[src/rtl/spi_sr_pkg.sv]
// Shared opcodes, status bit positions and the command state type.
package spi_sr_pkg;
    localparam logic [7:0] OP_SET_WEL = 8'h06;
    localparam logic [7:0] OP_CLR_WEL = 8'h04;
    localparam logic [7:0] OP_READ_SR = 8'h05;
    localparam logic [7:0] OP_WRITE_SR = 8'h01;

    localparam int SR_W = 8;
    localparam int PROT_W = 3;
    localparam int PROT_LSB = 2;
    localparam int LOCK_BIT = 7;

    typedef enum logic [2:0] {
        ST_IDLE,
        ST_OPCODE,
        ST_READ,
        ST_SET_WEL,
        ST_CLR_WEL,
        ST_WR_DATA,
        ST_WR_ARMED,
        ST_DROP
    } cmd_state_e;
endpackage

[src/rtl/spi_sr_sync.sv]
// Multi-stage synchronizer for a bundle of asynchronous pins.
// Assumes each pin holds steady far longer than STAGES clock periods.
module spi_sr_sync #(
    parameter int WIDTH = 1,
    parameter int STAGES = 2,
    parameter logic [WIDTH-1:0] RST_VAL = '0
) (
    input  logic             clk,
    input  logic             rst_n,
    input  logic [WIDTH-1:0] d,
    output logic [WIDTH-1:0] q
);
    logic [STAGES-1:0][WIDTH-1:0] pipe;

    // Shift the pin values through the stage chain.
    always_ff @(posedge clk) begin
        if (!rst_n) begin
            for (int i = 0; i < STAGES; i++) pipe[i] <= RST_VAL;
        end else begin
            pipe[0] <= d;
            for (int i = 1; i < STAGES; i++) pipe[i] <= pipe[i-1];
        end
    end

    assign q = pipe[STAGES-1];
endmodule

[src/rtl/spi_sr_rx.sv]
// Frame and receive path. Detects SCK and chip-select edges on the
// synchronized pins, assembles bytes MSB first on rising SCK, and reports
// whether the frame ended on a byte boundary. Assumes cs_n and SCK never
// change in the same synchronized cycle.
module spi_sr_rx #(
    parameter int BYTE_W = 8
) (
    input  logic              clk,
    input  logic              rst_n,
    input  logic              sck_s,
    input  logic              cs_n_s,
    input  logic              si_s,
    output logic              sck_fall,
    output logic              frame_start,
    output logic              frame_end,
    output logic              frame_aligned,
    output logic              byte_valid,
    output logic [BYTE_W-1:0] rx_byte
);
    localparam int CNT_W = $clog2(BYTE_W);

    logic              sck_q;
    logic              cs_q;
    logic              sck_rise;
    logic [CNT_W-1:0]  bit_cnt;
    logic [BYTE_W-1:0] shreg;

    assign sck_rise    = ~cs_n_s & sck_s & ~sck_q;
    assign sck_fall    = ~cs_n_s & ~sck_s & sck_q;
    assign frame_start = cs_q & ~cs_n_s;
    assign frame_end   = ~cs_q & cs_n_s;
    assign frame_aligned = (bit_cnt == '0);

    // Remember the previous pin levels for edge detection.
    always_ff @(posedge clk) begin
        if (!rst_n) begin
            sck_q <= 1'b0;
            cs_q  <= 1'b1;
        end else begin
            sck_q <= sck_s;
            cs_q  <= cs_n_s;
        end
    end

    // Shift SI in on rising SCK and flag each completed byte.
    always_ff @(posedge clk) begin
        if (!rst_n) begin
            bit_cnt    <= '0;
            shreg      <= '0;
            byte_valid <= 1'b0;
            rx_byte    <= '0;
        end else begin
            byte_valid <= 1'b0;
            if (frame_start) begin
                bit_cnt <= '0;
            end else if (sck_rise) begin
                shreg   <= {shreg[BYTE_W-2:0], si_s};
                bit_cnt <= bit_cnt + CNT_W'(1);
                if (bit_cnt == CNT_W'(BYTE_W - 1)) begin
                    byte_valid <= 1'b1;
                    rx_byte    <= {shreg[BYTE_W-2:0], si_s};
                end
            end
        end
    end

    AST_BYTE_ON_BOUNDARY: assert property (@(posedge clk) disable iff (!rst_n)
        byte_valid |-> frame_aligned) else $error("byte flagged off boundary");
endmodule

[src/rtl/spi_sr_busy_timer.sv]
// Countdown that models the status-write busy period. busy is high for
// exactly CYCLES clock cycles after start; done marks the last of them.
module spi_sr_busy_timer #(
    parameter int CYCLES = 4000
) (
    input  logic clk,
    input  logic rst_n,
    input  logic start,
    output logic busy,
    output logic done
);
    localparam int CW = $clog2(CYCLES + 1);

    logic [CW-1:0] cnt;

    // Load on start, then count down to zero.
    always_ff @(posedge clk) begin
        if (!rst_n)          cnt <= '0;
        else if (start)      cnt <= CW'(CYCLES);
        else if (cnt != '0)  cnt <= cnt - CW'(1);
    end

    assign busy = (cnt != '0);
    assign done = (cnt == CW'(1));

    AST_TIMER_LOADS: assert property (@(posedge clk) disable iff (!rst_n)
        start |=> busy) else $error("timer did not start");
    AST_TIMER_STEPS: assert property (@(posedge clk) disable iff (!rst_n)
        (busy && !start) |=> (cnt == $past(cnt) - CW'(1))) else $error("timer skipped");
endmodule

[src/rtl/spi_sr_tx.sv]
// Read-back path. While the command logic is in the read state, each
// falling SCK drives the next status bit MSB first. A fresh snapshot of
// the register is taken at the start of every byte, so the stream repeats.
// The output enable rises only at the first falling edge after the opcode.
module spi_sr_tx #(
    parameter int SR_W = 8
) (
    input  logic            clk,
    input  logic            rst_n,
    input  logic            cs_n_s,
    input  logic            frame_start,
    input  logic            sck_fall,
    input  logic            rd_active,
    input  logic [SR_W-1:0] status,
    output logic            so,
    output logic            so_oe
);
    localparam int IDX_W = $clog2(SR_W);

    logic [IDX_W-1:0] bit_idx;
    logic [SR_W-1:0]  snap;
    logic             so_q;
    logic             drive_q;

    // Step through snapshot bits on falling SCK during a read.
    always_ff @(posedge clk) begin
        if (!rst_n) begin
            bit_idx <= '0;
            snap    <= '0;
            so_q    <= 1'b0;
            drive_q <= 1'b0;
        end else if (cs_n_s || frame_start) begin
            bit_idx <= '0;
            drive_q <= 1'b0;
        end else if (rd_active && sck_fall) begin
            drive_q <= 1'b1;
            bit_idx <= bit_idx + IDX_W'(1);
            if (bit_idx == '0) begin
                snap <= status;
                so_q <= status[SR_W-1];
            end else begin
                so_q <= snap[IDX_W'(SR_W - 1) - bit_idx];
            end
        end
    end

    assign so    = so_q;
    assign so_oe = drive_q;

    AST_RELEASE_ON_DESELECT: assert property (@(posedge clk) disable iff (!rst_n)
        cs_n_s |=> !so_oe) else $error("so driven while deselected");
    AST_SO_CHANGES_ON_FALL: assert property (@(posedge clk) disable iff (!rst_n)
        (so_oe && !sck_fall) |=> $stable(so)) else $error("so moved without falling SCK");
endmodule

[src/rtl/spi_sr_cmd.sv]
// Command decoder and status register. Decodes the opcode byte, collects
// the data byte of a status write, and commits state changes only when
// chip select rises on a byte boundary. Enforces the latch, lock/pin and
// busy rules. Assumes busy and done come from the companion timer.
module spi_sr_cmd
    import spi_sr_pkg::*;
(
    input  logic            clk,
    input  logic            rst_n,
    input  logic            frame_start,
    input  logic            frame_end,
    input  logic            frame_aligned,
    input  logic            byte_valid,
    input  logic [7:0]      rx_byte,
    input  logic            wp_n_s,
    input  logic            busy,
    input  logic            done,
    output logic            wr_start,
    output logic            rd_active,
    output logic [SR_W-1:0] status
);
    cmd_state_e        state;
    logic              wel;
    logic [PROT_W-1:0] prot;
    logic              lock;
    logic [PROT_W-1:0] data_prot;
    logic              data_lock;
    logic              commit;
    logic              locked_out;

    assign commit     = frame_end && frame_aligned;
    assign locked_out = lock && !wp_n_s;
    assign wr_start   = commit && (state == ST_WR_ARMED) && wel && !locked_out;
    assign rd_active  = (state == ST_READ);

    // Track the frame through opcode, data and trailing bytes.
    always_ff @(posedge clk) begin
        if (!rst_n) begin
            state     <= ST_IDLE;
            data_prot <= '0;
            data_lock <= 1'b0;
        end else if (frame_end) begin
            state <= ST_IDLE;
        end else if (frame_start) begin
            state <= ST_OPCODE;
        end else if (byte_valid) begin
            unique case (state)
                ST_OPCODE: begin
                    if (busy && rx_byte != OP_READ_SR) begin
                        state <= ST_DROP;
                    end else begin
                        unique case (rx_byte)
                            OP_READ_SR:  state <= ST_READ;
                            OP_SET_WEL:  state <= ST_SET_WEL;
                            OP_CLR_WEL:  state <= ST_CLR_WEL;
                            OP_WRITE_SR: state <= ST_WR_DATA;
                            default:     state <= ST_DROP;
                        endcase
                    end
                end
                ST_WR_DATA: begin
                    state     <= ST_WR_ARMED;
                    data_prot <= rx_byte[PROT_LSB +: PROT_W];
                    data_lock <= rx_byte[LOCK_BIT];
                end
                ST_SET_WEL, ST_CLR_WEL, ST_WR_ARMED: state <= ST_DROP;
                default: state <= state;
            endcase
        end
    end

    // Write-enable latch: set/clear by command, cleared when busy ends.
    always_ff @(posedge clk) begin
        if (!rst_n)                                  wel <= 1'b0;
        else if (done)                               wel <= 1'b0;
        else if (commit && state == ST_SET_WEL)      wel <= 1'b1;
        else if (commit && state == ST_CLR_WEL)      wel <= 1'b0;
    end

    // Writable fields: protect bits and lock bit.
    always_ff @(posedge clk) begin
        if (!rst_n) begin
            prot <= '0;
            lock <= 1'b0;
        end else if (wr_start) begin
            prot <= data_prot;
            lock <= data_lock;
        end
    end

    assign status = {lock, 2'b00, prot, wel, busy};

    AST_WEL_SET_SOURCE: assert property (@(posedge clk) disable iff (!rst_n)
        $rose(wel) |-> $past(state == ST_SET_WEL && commit)) else $error("latch set without command");
    AST_WEL_CLEARS_AT_END: assert property (@(posedge clk) disable iff (!rst_n)
        done |=> !wel) else $error("latch survived busy end");
    AST_FIELDS_FROZEN_BUSY: assert property (@(posedge clk) disable iff (!rst_n)
        busy |=> ($stable(prot) && $stable(lock))) else $error("fields changed while busy");
    AST_LOCK_HOLDS: assert property (@(posedge clk) disable iff (!rst_n)
        (lock && !wp_n_s) |=> ($stable(prot) && $stable(lock) && !$rose(busy))) else $error("locked write went through");
endmodule

[src/rtl/spi_sr_ctrl.sv]
// Top: serial-flash status register controller. Synchronizes the SPI and
// write-protect pins into clk, then wires receive, command, busy timer and
// read-back paths. Assumes clk is at least eight times faster than SCK.
module spi_sr_ctrl #(
    parameter int BUSY_CYCLES = 4000,
    parameter int SYNC_STAGES = 2
) (
    input  logic clk,
    input  logic rst_n,
    input  logic sck,
    input  logic cs_n,
    input  logic si,
    input  logic wp_n,
    output logic so,
    output logic so_oe
);
    import spi_sr_pkg::*;

    localparam int PIN_N = 4;
    localparam logic [PIN_N-1:0] PIN_RST = 4'b1100; // {cs_n, wp_n, sck, si}

    logic [PIN_N-1:0] pins_s;
    logic             cs_n_s, wp_n_s, sck_s, si_s;
    logic             sck_fall, frame_start, frame_end, frame_aligned;
    logic             byte_valid;
    logic [7:0]       rx_byte;
    logic             busy, done, wr_start, rd_active;
    logic [SR_W-1:0]  status;

    spi_sr_sync #(.WIDTH(PIN_N), .STAGES(SYNC_STAGES), .RST_VAL(PIN_RST)) u_sync (
        .clk(clk), .rst_n(rst_n), .d({cs_n, wp_n, sck, si}), .q(pins_s)
    );
    assign {cs_n_s, wp_n_s, sck_s, si_s} = pins_s;

    spi_sr_rx #(.BYTE_W(8)) u_rx (
        .clk(clk), .rst_n(rst_n), .sck_s(sck_s), .cs_n_s(cs_n_s), .si_s(si_s),
        .sck_fall(sck_fall), .frame_start(frame_start), .frame_end(frame_end),
        .frame_aligned(frame_aligned), .byte_valid(byte_valid), .rx_byte(rx_byte)
    );

    spi_sr_cmd u_cmd (
        .clk(clk), .rst_n(rst_n), .frame_start(frame_start), .frame_end(frame_end),
        .frame_aligned(frame_aligned), .byte_valid(byte_valid), .rx_byte(rx_byte),
        .wp_n_s(wp_n_s), .busy(busy), .done(done), .wr_start(wr_start),
        .rd_active(rd_active), .status(status)
    );

    spi_sr_busy_timer #(.CYCLES(BUSY_CYCLES)) u_timer (
        .clk(clk), .rst_n(rst_n), .start(wr_start), .busy(busy), .done(done)
    );

    spi_sr_tx #(.SR_W(SR_W)) u_tx (
        .clk(clk), .rst_n(rst_n), .cs_n_s(cs_n_s), .frame_start(frame_start),
        .sck_fall(sck_fall), .rd_active(rd_active), .status(status),
        .so(so), .so_oe(so_oe)
    );

    AST_BUSY_NEEDS_WEL: assert property (@(posedge clk) disable iff (!rst_n)
        $rose(status[0]) |-> $past(status[1])) else $error("busy without latch");
endmodule

[config.mk]
export PLATFORM = sky130hd
export DESIGN_NAME = spi_sr_ctrl
export DESIGN_NICKNAME = d
export VERILOG_FILES = /design/src/rtl/spi_sr_pkg.sv /design/src/rtl/spi_sr_sync.sv /design/src/rtl/spi_sr_rx.sv /design/src/rtl/spi_sr_busy_timer.sv /design/src/rtl/spi_sr_tx.sv /design/src/rtl/spi_sr_cmd.sv /design/src/rtl/spi_sr_ctrl.sv
export SDC_FILE = /design/constraint.sdc
export NUM_CORES = 1
export LEC_CHECK = 0
export ABC_CLOCK_PERIOD_IN_PS = 2300
export BUFFER_PORTS_ARGS = -buffer_cell sky130_fd_sc_hd__buf_2
export CAP_MARGIN = 5
export CORE_ASPECT_RATIO = 1.25
export CORE_UTILIZATION = 49
export DETAILED_ROUTE_END_ITERATION = 12
export GPL_TIMING_DRIVEN = 1
export PLACE_DENSITY_LB_ADDON = 0.15
export SLEW_MARGIN = 20
export SYNTH_ARGS = -nofsm -noshare
export SYNTH_HDL_FRONTEND = slang
export SYNTH_SLANG_ARGS = --single-unit
export TNS_END_PERCENT = 30
[constraint.sdc]
create_clock -name clk -period 2.3 [get_ports clk]
set_input_delay 0.23 -clock clk [delete_from_list [all_inputs] [get_ports clk]]
set_output_delay 0.23 -clock clk [all_outputs]
set_load 0.02 [all_outputs]
==> run_results.csv <==
group,metric,value,unit
timing,fmax,509,MHz
power,p_comb_frac,0.227,
critical_path,crit_buf_inv,0,
critical_path,crit_fanout,10,
critical_path,endpoint_kind,"flip-flop",
cts,cts_tree,"yes",
grt,grt_pass1_wl,8.96,mm
timing,post-route-period-util,0.855,
cts,cts.reportedPaths.clkPinSlew,0.06,ns
cells_and_area,multi_input_comb_area,1380,um^2
timing,setup_ws,0.334,ns
cells_and_area,regArea,1280,um^2
logic_synthesis,async_reset_ff_frac,0,
logic_synthesis,avgSynthCellArea,9.05,um^2
power,switching_share,0.297,
timing,rsz0062_at_grt,"no",
logic_synthesis,ys_types,48,
placed_design,dpl.cell_count,370,
logic_synthesis,synth_cells,304,
placed_design,dp_slack,0.359,ns
critical_path,worst-endpoint-required,2.49,ns
cts,cts_resized,0,
power,power_switching,776,uW
cells_and_area,antenna_cells,0,
die,start_util,0.509,
power,internal_power,1840,uW
min_path,min_path_type,"in2reg",
cts,cts_buffer_depth,2,
cts,hold_buffers,0,
power,pwr-share-clk,0.288,
drt,drc_errors,0,
cts,htreeDepth,3,
placed_design,port_buffers,7,
logic_synthesis,ys_seq_elements,64,
drt,first_iter_violations,75,
die,die_w,69.0,um
critical_path,critical_path_class,"reg2reg",
critical_path,max_stage_delay,0.61,ns
drt,wl_per_cell,13.6,um
logic_synthesis,synth_area,2750,um^2
drt,first_pass_iters,4,
logic_synthesis,ys_warn_count,0,
timing,min_period,1.97,ns
power,finalPower,2620,uW
grt,overflow,0,
critical_path,path_delay_family,"simple AND/OR/NAND/NOR gates",
power,power.leakage,0.00107,uW
timing,final-setup-viol-count,0,
grt,grt.total_usage,0.194,
drt,wl,5.22,mm
logic_synthesis,mappedNetlistNets,321,
placed_design,dp_hpwl,3.70,mm
logic_synthesis,seq_area_frac_synth,0.466,
timing,hold_viol_final,0,
cells_and_area,nFillCells,534,
run_status,status,"finished, final reports clean",
drt,vias,2125,
critical_path,crit_path_top_delay_cell,"or4b_4",
cts,cts.sinks,64,
cells_and_area,area_delta_synth_final,9.14,%
power,seqPwrFrac,0.486,
timing,fin_tns_setup,0,ns
die,die_h,85.8,um
cts,post-cts-setup-buffer-count,0,
critical_path,cp-start-kind,"flip-flop",
critical_path,path_cells,"or4b_4, nor4_4, mux2i_1, nor2_1",
cts,clockRootBuffer,"clkbuf_8",
cells_and_area,nets,334,
grt,grt_max_degree,38,
logic_synthesis,ys.flop_type,"dfxtp_1",
logic_synthesis,synth_edf_count,0,
grt,grt_pass1_vias,1936,
grt,antenna_found_initial,0,
cells_and_area,stdcell_count,383,
cts,cts_buffers,9,
drt,drtAntennaViolNets,0,
job,maxCapViolCount,0,
drt,avgViaCountPerCell,5.55,
critical_path,crit_arrival,2.16,ns
timing,slew_viol_final,0,
power,ir_drop,0.401,mV
power,power.density,871,nW/um^2
die,placementRows,30,
cts,insertion_delay,0.33,ns
timing,slew_headroom,0.568,
placed_design,gp_congestion,0.716,
die,die_area,5920,um^2
die,pin_count,8,
timing,finalClockSkew,0.00487,ns
die,core_area,5410,um^2
timing,worst_pin_slew,0.647,ns
cells_and_area,drive_above_1_share,0.100,
==> worst paths after layout <==
kind	startpoint	to	slack, ns	depth (start not counted)
worst min register to register	u_sync.pipe[3]	u_sync.q[3]	0.41	1
worst min-delay path	wp_n	u_sync.pipe[2]	0.07	2
worst max-delay path	u_cmd.state[2]	u_tx.snap[3]	0.33	4
worst max register to register	u_cmd.state[2]	u_tx.snap[3]	0.33	4
==> cell usage after synthesis, types with 3 or more instances <==
cell type | instances | area share
a211oi_1 | 4 | 0.011
a21oi_1 | 33 | 0.060
and2_1 | 5 | 0.011
clkbuf_1 | 8 | 0.011
dfxtp_1 | 64 | 0.47
ha_1 | 11 | 0.050
inv_1 | 10 | 0.014
mux2i_1 | 10 | 0.036
nand2_1 | 38 | 0.052
nand2b_1 | 9 | 0.020
nand3_1 | 8 | 0.015
nand4_1 | 3 | 0.0068
nor2_1 | 25 | 0.034
nor3_1 | 7 | 0.013
nor3b_1 | 5 | 0.014
nor4_1 | 4 | 0.0091
o21ai_0 | 6 | 0.011
or3_1 | 6 | 0.014
or4_1 | 3 | 0.0082
xnor2_1 | 8 | 0.025
==> metrics by stage <==
step / util / cell area, um^2 / hold WS (ns)
after detailed placement: 0.529 / 2860 / 0.400
after CTS: 0.555 / 3000 / 0.0558
after floorplan: - / 2750 / 0.303
after global routing: 0.555 / 3000 / 0.0805
final: 0.555 / 3000 / 0.0725
after global placement: 0.529 / 2860 / 0.388
==> cell type report <==
type / instances / area share
well taps: 64 / 0.0267
repair buffers: 13 / 0.0267
clock inverters: 2 / 0.00333
clock buffers: 11 / 0.0438
inverters: 11 / 0.0138
flip-flops and latches: 64 / 0.427
multi-input cells: 218 / 0.459
==> logic make-up (layout without fill, tap and decap cells) <==
logic type | Yosys count | in the layout | share of synthesized area
AO/OA/AOI/OAI | 58 | 58 | 0.128
buffers and inverters | 22 | 37 | 0.0332
AND/OR/NAND/NOR | 130 | 130 | 0.253
adder cells (fa/ha/maj) | 11 | 11 | 0.0500
multiplexers | 11 | 11 | 0.0446
flip-flops | 64 | 64 | 0.466
XOR/XNOR | 8 | 8 | 0.0255
==> state kept, by name, summed over array words and instances (netlist names) <==
name and flops:
u_tx.snap 6, u_cmd.wel 1, u_rx.cs_q 1, u_sync.q 4, u_sync.pipe 4, u_timer.cnt 12, u_cmd.data_lock 1, u_rx.byte_valid 1
u_rx.bit_cnt 3, u_tx.so_oe 1, u_tx.bit_idx 3, u_rx.sck_q 1, u_cmd.prot 3, u_cmd.data_prot 3, u_cmd.lock 1, u_cmd.state 3
u_rx.shreg 7, u_rx.rx_byte 8, u_tx.so 1
==> layout by cell type (no fill, tap or decap), types with 3 or more instances in the layout <==
| cell | count |
|---|---|
| buf_4 | 6 |
| ha_1 | 11 |
| or3_1 | 6 |
| or4_1 | 3 |
| clkbuf_8 | 9 |
| dfxtp_1 | 64 |
| a21oi_1 | 33 |
| nand4_1 | 3 |
| nor3b_1 | 5 |
| nor3_1 | 7 |
| a211oi_1 | 4 |
| o21ai_0 | 6 |
| mux2i_1 | 10 |
| nand2_1 | 38 |
| nor2_1 | 25 |
| inv_1 | 10 |
| xnor2_1 | 8 |
| nand3_1 | 8 |
| nor4_1 | 4 |
| nand2b_1 | 9 |
| buf_2 | 7 |
| and2_1 | 5 |
==> layer usage <==
layer / global-route usage / vias up / share of wire
met4: 0.0946 / 0 / 0.017
met2: 0.327 / 16 / 0.50
met3: 0.0494 / 9 / 0.018
met1: 0.228 / 1004 / 0.46
li1: - / 1096 / -
met5: 0 / - / 0
==> power by group through the flow <==
| stage | logic (uW) | registers [uW] | clock network [uW] |
|---|---|---|---|
| 2_1_floorplan | 471 | 1270 | 0 |
| 3_3_place_gp | 580 | 1290 | 0 |
| 3_5_place_dp | 589 | 1290 | 0 |
| 4_1_cts | 594 | 1270 | 781 |
| 5_1_grt | 672 | 1280 | 828 |
| 6_report | 593 | 1270 | 753 |
No activity file was read; power rests on OpenSTA's default activity.
